[config.mk]
export PLATFORM = sky130hd
export DESIGN_NAME = dsm_dual_shaper
export DESIGN_NICKNAME = d
export VERILOG_FILES = /design/src/rtl/dsm_pkg.sv /design/src/rtl/dsm_integ.sv /design/src/rtl/dsm_loop.sv /design/src/rtl/dsm_mode_ctrl.sv /design/src/rtl/dsm_stab_mon.sv /design/src/rtl/dsm_dual_shaper.sv
export SDC_FILE = /design/constraint.sdc
export NUM_CORES = 1
export LEC_CHECK = 0
export BUFFER_PORTS_ARGS = -buffer_cell sky130_fd_sc_hd__buf_4
export CAP_MARGIN = 10
export CORE_MARGIN = 2
export CORE_UTILIZATION = 60
export CTS_CLUSTER_DIAMETER = 60
export DETAILED_ROUTE_END_ITERATION = 16
export PLACE_DENSITY = 0.77
export RECOVER_POWER = 25
export SLEW_MARGIN = 20
export SYNTH_ARGS = -nofsm -noshare
export SYNTH_HDL_FRONTEND = slang
export SYNTH_SLANG_ARGS = --single-unit
[constraint.sdc]
create_clock -name clk -period 8.7 [get_ports clk]
set_clock_uncertainty 0.15 [all_clocks]
set_input_delay 1.305 -clock clk [delete_from_list [all_inputs] [get_ports clk]]
set_output_delay 1.305 -clock clk [all_outputs]
set_load 0.1 [all_outputs]
[src/rtl/dsm_pkg.sv]
// Shared types for the dual-order shaper.
// Assumes: one bit is enough to encode the loop order.
package dsm_pkg;
    typedef enum logic {
        ORD_THIRD = 1'b0,
        ORD_FIFTH = 1'b1
    } dsm_order_e;
endpackage

[src/rtl/dsm_integ.sv]
// One saturating integrator stage: state += add_v - sub_v, clipped to W bits.
// Assumes: clr has priority over en; sat_o reports clipping of the candidate value.
module dsm_integ #(
    parameter int W = 26
) (
    input  logic                clk,
    input  logic                rst_n,
    input  logic                en,
    input  logic                clr,
    input  logic signed [W-1:0] add_v,
    input  logic signed [W-1:0] sub_v,
    output logic signed [W-1:0] st_o,
    output logic                sat_o
);
    localparam logic signed [W+1:0] MAXV = {3'b000, {(W-1){1'b1}}};
    localparam logic signed [W+1:0] MINV = {3'b111, {(W-1){1'b0}}};

    logic signed [W+1:0] sum;
    logic signed [W-1:0] clipped;

    // Wide sum and clip to the W-bit range.
    always_comb begin
        sum = {{2{st_o[W-1]}}, st_o} + {{2{add_v[W-1]}}, add_v} - {{2{sub_v[W-1]}}, sub_v};
        sat_o = 1'b0;
        clipped = sum[W-1:0];
        if (sum > MAXV) begin
            clipped = MAXV[W-1:0];
            sat_o = 1'b1;
        end else if (sum < MINV) begin
            clipped = MINV[W-1:0];
            sat_o = 1'b1;
        end
    end

    // State register.
    always_ff @(posedge clk) begin
        if (!rst_n)   st_o <= '0;
        else if (clr) st_o <= '0;
        else if (en)  st_o <= clipped;
    end
endmodule

[src/rtl/dsm_loop.sv]
// Integrator chain shared by both orders, with sign feedback.
// Assumes: GUARD >= 1 so full scale fits; ORD_LO < ORD_HI; stages above ORD_LO idle in low order.
module dsm_loop #(
    parameter int IN_W   = 24,
    parameter int GUARD  = 4,
    parameter int A_SH   = 1,
    parameter int FB_SH  = 1,
    parameter int ORD_LO = 3,
    parameter int ORD_HI = 5,
    localparam int W     = IN_W + GUARD
) (
    input  logic                   clk,
    input  logic                   rst_n,
    input  logic                   upd,
    input  logic                   clr,
    input  logic                   ord_hi,
    input  logic signed [IN_W-1:0] u,
    input  logic                   y_fb,
    output logic signed [W-1:0]    x_last,
    output logic                   sat_any
);
    localparam logic signed [W-1:0] FS_POS = {{GUARD{1'b0}}, 1'b1, {(IN_W-1){1'b0}}};
    localparam logic signed [W-1:0] FS_NEG = {{(GUARD+1){1'b1}}, {(IN_W-1){1'b0}}};

    logic signed [W-1:0] st [ORD_HI];
    logic [ORD_HI-1:0]   sat_v;
    logic signed [W-1:0] fb_full;
    logic signed [W-1:0] fb_part;
    logic signed [W-1:0] u_ext;

    // Feedback and input scaling.
    always_comb begin
        fb_full = y_fb ? FS_POS : FS_NEG;
        fb_part = fb_full >>> FB_SH;
        u_ext   = {{GUARD{u[IN_W-1]}}, u};
    end

    for (genvar k = 0; k < ORD_HI; k++) begin : g_stage
        logic signed [W-1:0] add_k;
        logic signed [W-1:0] sub_k;
        logic                en_k;
        logic                sat_k;
        if (k == 0) begin : g_first
            assign add_k = u_ext;
            assign sub_k = fb_full;
        end else begin : g_rest
            assign add_k = st[k-1] >>> A_SH;
            assign sub_k = fb_part;
        end
        if (k < ORD_LO) begin : g_always
            assign en_k = upd;
        end else begin : g_high
            assign en_k = upd & ord_hi;
        end
        dsm_integ #(.W(W)) u_int (
            .clk(clk), .rst_n(rst_n), .en(en_k), .clr(clr),
            .add_v(add_k), .sub_v(sub_k), .st_o(st[k]), .sat_o(sat_k)
        );
        assign sat_v[k] = sat_k & en_k;
    end

    // Output stage selection and clip summary.
    always_comb begin
        x_last  = ord_hi ? st[ORD_HI-1] : st[ORD_LO-1];
        sat_any = |sat_v;
    end
endmodule

[src/rtl/dsm_mode_ctrl.sv]
// Holds the active loop order and takes a new one only when idle or muted.
// Assumes: chg is a combinational strobe used by the same cycle's clear.
module dsm_mode_ctrl
    import dsm_pkg::*;
(
    input  logic       clk,
    input  logic       rst_n,
    input  logic       mode_sel,
    input  logic       in_valid,
    input  logic       mute,
    output dsm_order_e order,
    output logic       chg
);
    // Change is allowed with no sample present or while muted.
    always_comb chg = (mute || !in_valid) && (mode_sel != logic'(order));

    // Order register.
    always_ff @(posedge clk) begin
        if (!rst_n)   order <= ORD_THIRD;
        else if (chg) order <= dsm_order_e'(mode_sel);
    end
endmodule

[src/rtl/dsm_stab_mon.sv]
// Counts consecutive saturated updates and trips the loop restart.
// Assumes: CW holds SAT_LIMIT; trip is a combinational strobe.
module dsm_stab_mon #(
    parameter int SAT_LIMIT = 64,
    parameter int CW        = 7
) (
    input  logic          clk,
    input  logic          rst_n,
    input  logic          upd,
    input  logic          clr,
    input  logic          sat_any,
    output logic          trip,
    output logic          unstable,
    output logic [CW-1:0] cnt
);
    // Trip on the update that would exceed the limit.
    always_comb trip = upd && sat_any && (cnt == CW'(SAT_LIMIT));

    // Run-length counter.
    always_ff @(posedge clk) begin
        if (!rst_n || clr)  cnt <= '0;
        else if (upd) begin
            if (!sat_any || trip) cnt <= '0;
            else                  cnt <= cnt + CW'(1);
        end
    end

    // Sticky overload flag.
    always_ff @(posedge clk) begin
        if (!rst_n)    unstable <= 1'b0;
        else if (trip) unstable <= 1'b1;
    end
endmodule

[src/rtl/dsm_dual_shaper.sv]
// Top: one-channel noise shaper, third or fifth order, 1-bit output.
// Assumes: one sample per in_valid at the oversampled rate; mode_sel 0 = third.
module dsm_dual_shaper
    import dsm_pkg::*;
#(
    parameter int IN_W      = 24,
    parameter int GUARD     = 4,
    parameter int A_SH      = 1,
    parameter int FB_SH     = 1,
    parameter int ORD_LO    = 3,
    parameter int ORD_HI    = 5,
    parameter int SAT_LIMIT = 64
) (
    input  logic            clk,
    input  logic            rst_n,
    input  logic            in_valid,
    input  logic [IN_W-1:0] in_sample,
    input  logic            mode_sel,
    input  logic            mute,
    output logic            bit_out,
    output logic            bit_valid,
    output logic            order_o,
    output logic            rate_sel,
    output logic            unstable
);
    localparam int ST_W  = IN_W + GUARD;
    localparam int CNT_W = $clog2(SAT_LIMIT + 1);

    dsm_order_e             order;
    logic                   chg;
    logic                   upd;
    logic                   trip;
    logic                   sat_any;
    logic                   y;
    logic signed [IN_W-1:0] u;
    logic signed [ST_W-1:0] x_last;
    logic [CNT_W-1:0]       sat_cnt;

    dsm_mode_ctrl u_mode (
        .clk(clk), .rst_n(rst_n), .mode_sel(mode_sel), .in_valid(in_valid),
        .mute(mute), .order(order), .chg(chg)
    );

    // Sample acceptance, muting and quantiser.
    always_comb begin
        upd = in_valid && !chg;
        u   = mute ? '0 : $signed(in_sample);
        y   = ~x_last[ST_W-1];
    end

    dsm_loop #(
        .IN_W(IN_W), .GUARD(GUARD), .A_SH(A_SH), .FB_SH(FB_SH),
        .ORD_LO(ORD_LO), .ORD_HI(ORD_HI)
    ) u_loop (
        .clk(clk), .rst_n(rst_n), .upd(upd), .clr(chg || trip),
        .ord_hi(order == ORD_FIFTH), .u(u), .y_fb(y),
        .x_last(x_last), .sat_any(sat_any)
    );

    dsm_stab_mon #(.SAT_LIMIT(SAT_LIMIT), .CW(CNT_W)) u_mon (
        .clk(clk), .rst_n(rst_n), .upd(upd), .clr(chg), .sat_any(sat_any),
        .trip(trip), .unstable(unstable), .cnt(sat_cnt)
    );

    // Output bit register and strobe.
    always_ff @(posedge clk) begin
        if (!rst_n) begin
            bit_out   <= 1'b0;
            bit_valid <= 1'b0;
        end else begin
            bit_valid <= upd;
            if (upd) bit_out <= y;
        end
    end

    // Order and matching filter rate.
    always_comb begin
        order_o  = logic'(order);
        rate_sel = (order == ORD_THIRD);
    end
endmodule

======== Word level (Yosys, flattened, before mapping) ========
Index checks and enable logic that the tools add are counted.
operators by class
  equality and inequality tests ........... 2
  add/sub/neg operators ................... 11
  $lt $le $gt $ge ......................... 10
  bitwise logic cells ..................... 9
  reduce and logical (&&, ||, !) cells .... 14
  multiplexer cells ....................... 24
operators with widths
  kind                                                          number
  two-way mux 28 bit                                            12
  > comparator 30 x 28 -> 1 bit, second input constant          5
  less-than comparator 30 x 28 -> 1 bit, second input constant  5
  subtractor 30 bit                                             5
  adder 28 x 27 -> 29 bit                                       4
  adder 28 x 24 -> 29 bit                                       1
  two-way mux 24 bit                                            1
  two-way mux 1 bit                                             10
  adder 7 x 1 -> 7 bit, second input constant                   1
  equality test 7 bit, second input constant                    1
  two-way mux 7 bit                                             1
  bitwise AND 1 bit                                             6
  OR reduction 5 bit                                            1
  logical AND 1 bit                                             4
  logical NOT 1 bit                                             4
  logical OR 1 bit                                              4
  NOT 1 bit                                                     3
  OR reduction 2 bit                                            1
  inequality test 1 bit                                         1
word-level totals
  word-level logic and storage cells ...... 80
  bits in registers ....................... 151
  input port bits ......................... 29
  output and inout port bits .............. 5

======== Depth between registers and ports, before layout ========
  depth after elaboration ................. 12
  mapped depth ............................ 31
  depth with buffers taken out ............ 27

======== Modules after synthesis ========
Synthesis repeated with hierarchy kept, for this count alone.
second synthesis, totals
  cell total of the unflattened synthesis .. 2,508
  area total of the unflattened synthesis .. 19,871.6 um^2
modules (own cells, without submodules)
  module                                   area each (um^2)  instances  seq. area each (um^2)  cells each
  dsm_integ (u_loop.g_stage[2].u_int ...)  3,662.3           2          560.5                  467
  dsm_integ (u_loop.g_stage[1].u_int)      3,768.6           1          560.5                  484
  dsm_integ (u_loop.g_stage[4].u_int)      3,738.6           1          560.5                  501
  dsm_integ (u_loop.g_stage[0].u_int)      3,731.1           1          560.5                  466
  dsm_loop                                 493.0             1          0.0                    38
  dsm_stab_mon                             447.9             1          160.2                  43
  dsm_dual_shaper                          304.0             1          40.0                   35
  dsm_mode_ctrl                            63.8              1          20.0                   7

======== Worst setup path after synthesis ========
Ideal clock, no wire load.
  path type ............................... input-to-reg
  from .................................... in mute
  to ...................................... reg u_loop.g_stage[0].u_int.st_o[17]
  data required time ...................... 8.471 ns
  buffers on the path ..................... 4
  setup slack ............................. 1.694 ns
  library setup time ...................... 0.079 ns
  data arrival time ....................... 6.776 ns
  stages .................................. 30
  cell sequence ........................... clkbuf_1 > nor2b_1 > ha_1 > inv_1 > fa_1 > nor2b_1 > o21a_1 > o21ai_0 > a311oi_1 > o31ai_1 > a311oi_1 > o22a_1 > a211oi_1 > o21bai_1 > a21oi_1 > xnor2_1 > ha_1 > o21a_1 > or2_2 > xnor2_1 > nand2_1 > o22ai_1 > o21ai_0 > o2bb2ai_1 > a2111o_1 > o31a_1 > buf_2 > buf_6 > buf_6 > a211oi_2
on the way
  word-level cells in the longest chain between the ends .. 12
  elaborated cells between the ends (all ways) .. 24
ends and longest elaborated chain
  what                                   line                   RTL
  from (decl)                            dsm_dual_shaper.sv:19  input logic mute,
  two-way mux 24 bit                     dsm_dual_shaper.sv:47  u = mute ? '0 : $signed(in_sample);
  adder 28 x 24 -> 29 bit                dsm_integ.sv:23        sum = {{2{st_o[W-1]}}, st_o} + {{2{add_v[W-1]}}, add_v} - {{2{sub_v[W-1]}}, sub_v};
  subtractor 30 bit                      dsm_integ.sv:23
  less-than comparator 30 x 28 -> 1 bit  dsm_integ.sv:29        end else if (sum < MINV) begin
  two-way mux 1 bit                      dsm_integ.sv:29
  two-way mux 1 bit                      dsm_integ.sv:26        if (sum > MAXV) begin
  bitwise AND 1 bit                      dsm_loop.sv:59         assign sat_v[k] = sat_k & en_k;
  OR reduction 5 bit                     dsm_loop.sv:65         sat_any = |sat_v;
  logical AND 1 bit (2 in a row)         dsm_stab_mon.sv:17     always_comb trip = upd && sat_any && (cnt == CW'(SAT_LIMIT));
  logical OR 1 bit                       dsm_dual_shaper.sv:55  .clk(clk), .rst_n(rst_n), .upd(upd), .clr(chg || trip),
  OR reduction 2 bit (no source line)    --
  to (signal assigned)                   dsm_integ.sv:39        else if (en) st_o <= clipped;
  to (decl)                              dsm_integ.sv:12        output logic signed [W-1:0] st_o,
Parallel ways exist; a longest one is shown, timed or not.
A chain may end at the register's enable or synchronous reset.

======== Final worst setup path ========
  from .................................... in mute
  to ...................................... reg u_loop.g_stage[2].u_int.st_o[4]
on the way
  word-level cells in the longest chain between the ends .. 12
  elaborated cells between the ends (all ways) .. 22
ends and longest elaborated chain
  what                                   line
  two-way mux 24 bit                     dsm_dual_shaper.sv:47
  adder 28 x 24 -> 29 bit                dsm_integ.sv:23
  subtractor 30 bit                      dsm_integ.sv:23
  less-than comparator 30 x 28 -> 1 bit  dsm_integ.sv:29
  two-way mux 1 bit                      dsm_integ.sv:29
  two-way mux 1 bit                      dsm_integ.sv:26
  bitwise AND 1 bit                      dsm_loop.sv:59
  OR reduction 5 bit                     dsm_loop.sv:65
  logical AND 1 bit (2 in a row)         dsm_stab_mon.sv:17
  logical OR 1 bit                       dsm_dual_shaper.sv:55
  OR reduction 2 bit (no source line)    --
  to (signal assigned)                   dsm_integ.sv:39
  to (decl)                              dsm_integ.sv:12
Parallel ways exist; a longest one is shown, timed or not.

==> impl_metrics.ini <==
[run_status]
status = complete, no violations

[critical_path]
r2r-start = u_loop.g_stage[0].u_int.st_o[1]$_SDFFE_PP0P_
r2r_cells = 24
path_class = input port to flop
crit_cells = 27
path_delay_family = compound AO/OA/AOI/OAI gates
endpoint = u_loop.g_stage[2].u_int.st_o[4]$_SDFFE_PP0P_
worstPathArrival_ns = 7.76
end_kind = flop
path_max_fanout = 54
r2r_end = u_loop.g_stage[2].u_int.st_o[4]$_SDFFE_PP0P_
critPathLaunch = mute
cp-start-kind = input port
crit_path_top_delay_cell = a22oi_1
cpPeakStageDelay_ns = 0.54
r2r_slack_ns = 2.00
crit_buf_inv = 4
worstPathRequired_ns = 8.90

[logic_synthesis]
yosysSeqAreaShare = 0.201
synth_flop_cell = dfxtp_1
synth.cell_area_mm2 = 0.0150
syn_area_per_cell_um2 = 7.94
synth_edf_count = 0
synth_warnings = 0
ys_seq_elements = 151
syn_nets = 2102
ys_types = 87
postSynthCellCount = 1892
async_flop_share = 0

[sta]
rsz0062_at_grt = no
max_freq_mhz = 132
slew_headroom = 0.157
fin_crit_ns = 7.56
post-route-period-util = 0.869
fin_tns_setup_ns = 0
tightest_slew_ns = 1.26
setup_viol = 0
hold_violations = 0
drv_slew = 0
fin_ws_ns = 1.14

[die]
num_rows = 57
ioPinCount = 34
die_area_mm2 = 0.0263
die_height_um = 162
start_util = 0.614
core_mm2 = 0.0245
die_x_um = 162

[run]
cap_violations = 0

[route]
final_antenna_net_count = 0
drt-initial-drc-count = 980
drt_wl_total_um = 35700
via_per_inst = 6.16
num_vias = 13700
wire_per_inst_um = 16.1
dr.pass1.iters = 6
drc = 0

[hold_path]
hold_class = flop to flop

[grt]
track_usage = 0.272
antenna_found_initial = 0
grt_max_degree = 89
grt_pass1_wl_um = 60300
grt_pass1_vias = 12800
grt_overflow = 0

[place]
dp_slack_ns = 0.880
portBuffers = 33
routabilityCongestion = 0.934
hpwl_um = 26800

[clock_tree]
clk_root_buffer_cell = clkbuf_16
post-cts-setup-buffer-count = 0
cts_tree = done
worst_skew_pair.late_latency_ns = 0.44
cts_resized = 0
clock_path_buffers = 2
cts.sinks = 151
cts_buffers = 17
htreeDepth = 4
clk_pin_slew_ns = 0.07
cts_hold_buf = 0

[layout]
fin_nets = 2095
utilization = 0.654
syn2layout_area_growth_pct = 6.53
antenna_cells = 0
final_common_cell = nor2_1
final_cell_mix = nor2_1, nand2_1, ha_1
drive_gt1_frac = 0.100

[pwr]
p_leak_uw = 0.00693
vdd_drop_max_mv = 0.394
power_density_mw_per_mm2 = 398
## flip-flops by register name (all words and copies together) (netlist names)
signal / count
u_mon.unstable: 1
u_loop.g_stage.u_int.st_o: 140
bit_out: 1
u_mon.cnt: 7
bit_valid: 1
u_mode.order: 1
## power by group
part | switching [uW] | internal, uW | leakage, uW | total (uW)
registers | 175 | 851 | 0.00123 | 1030
logic | 2870 | 1700 | 0.00540 | 4570
clock network | 339 | 437 | 0.000299 | 776
## how the worst min path moves through the flow
stage,startpoint,depth (start not counted),to,slack [ns]
after floorplan,u_loop.g_stage[0].u_int.st_o[0]$_SDFFE_PP0P_,2,u_loop.g_stage[0].u_int.st_o[0]$_SDFFE_PP0P_,0.29
after global placement,u_loop.g_stage[3].u_int.st_o[0]$_SDFFE_PP0P_,2,u_loop.g_stage[3].u_int.st_o[0]$_SDFFE_PP0P_,0.29
after detailed placement,u_loop.g_stage[3].u_int.st_o[0]$_SDFFE_PP0P_,2,u_loop.g_stage[3].u_int.st_o[0]$_SDFFE_PP0P_,0.30
after CTS,u_loop.g_stage[3].u_int.st_o[0]$_SDFFE_PP0P_,2,u_loop.g_stage[3].u_int.st_o[0]$_SDFFE_PP0P_,0.31
after global routing,u_mon.unstable$_SDFFE_PN0P_,2,u_mon.unstable$_SDFFE_PN0P_,0.33
final,bit_out$_SDFFE_PN0P_,2,bit_out$_SDFFE_PN0P_,0.31
## Yosys cell counts, types with 11 or more instances
master	count	share of area
a211oi_2	89	0.074
a21o_1	58	0.029
o21a_1	50	0.025
nor2b_1	41	0.017
nand2b_1	29	0.012
a211oi_1	36	0.018
a211o_1	11	0.0064
xor2_1	44	0.026
o21bai_1	22	0.011
xnor2_1	86	0.050
o211ai_1	17	0.0085
o21ai_0	69	0.023
nand3_1	40	0.013
or3_1	14	0.0058
a21oi_1	132	0.044
dfxtp_1	151	0.20
nor3_1	60	0.020
clkbuf_1	52	0.013
nand2_1	191	0.048
ha_1	171	0.14
o31ai_1	12	0.0060
buf_2	11	0.0037
inv_1	64	0.016
nor2_1	226	0.056
## cell type report
class / count / area, um2
clock buffer: 17 / 425
clock inverter: 15 / 185
timing repair buffer: 49 / 383
fill: 2028 / 8460
sequential: 151 / 3020
tap: 324 / 405
multi-input combinational: 1601 / 11300
inverter: 65 / 244
## logic make-up (layout without fill, tap and decap cells)
family	after synthesis	after routing	synth area share
mux	11	11	0.00741
fa+ha+maj	181	181	0.156
flops	151	151	0.201
xor+xnor	131	131	0.0769
buf+inv	140	146	0.0411
simple gates	673	673	0.206
compound gates	605	605	0.311
## through the flow
step / hold WS, ns / cell area [um2] / instances / power (uW)
CTS: 0.308 / 16100 / 2222 / 6380
finish: 0.310 / 16000 / 2222 / 6370
detailed placement: 0.298 / 15500 / 2190 / 5570
floorplan: 0.285 / 15000 / 1892 / 4640
global placement: 0.292 / 15500 / 2190 / 5460
global route: 0.325 / 16000 / 2222 / 6900
## worst min-delay path, stage by stage, from the launching register on
cell and delay [ns]:
dfxtp_1 0.31, nand2_1 0.04, a21boi_0 0.06
## routing by layer
| layer | up-vias | share of wire | track usage | wire length (um) |
|---|---|---|---|---|
| met3 | 58 | 0.037 | 0.0263 | 1310 |
| met1 | 6356 | 0.47 | 0.353 | 16600 |
| met5 | - | 0 | 0 | 0 |
| met2 | 321 | 0.47 | 0.473 | 16900 |
| li1 | 6943 | - | - | - |
| met4 | 0 | 0.025 | 0.0921 | 883 |
No activity file was read; power rests on OpenSTA's default activity.
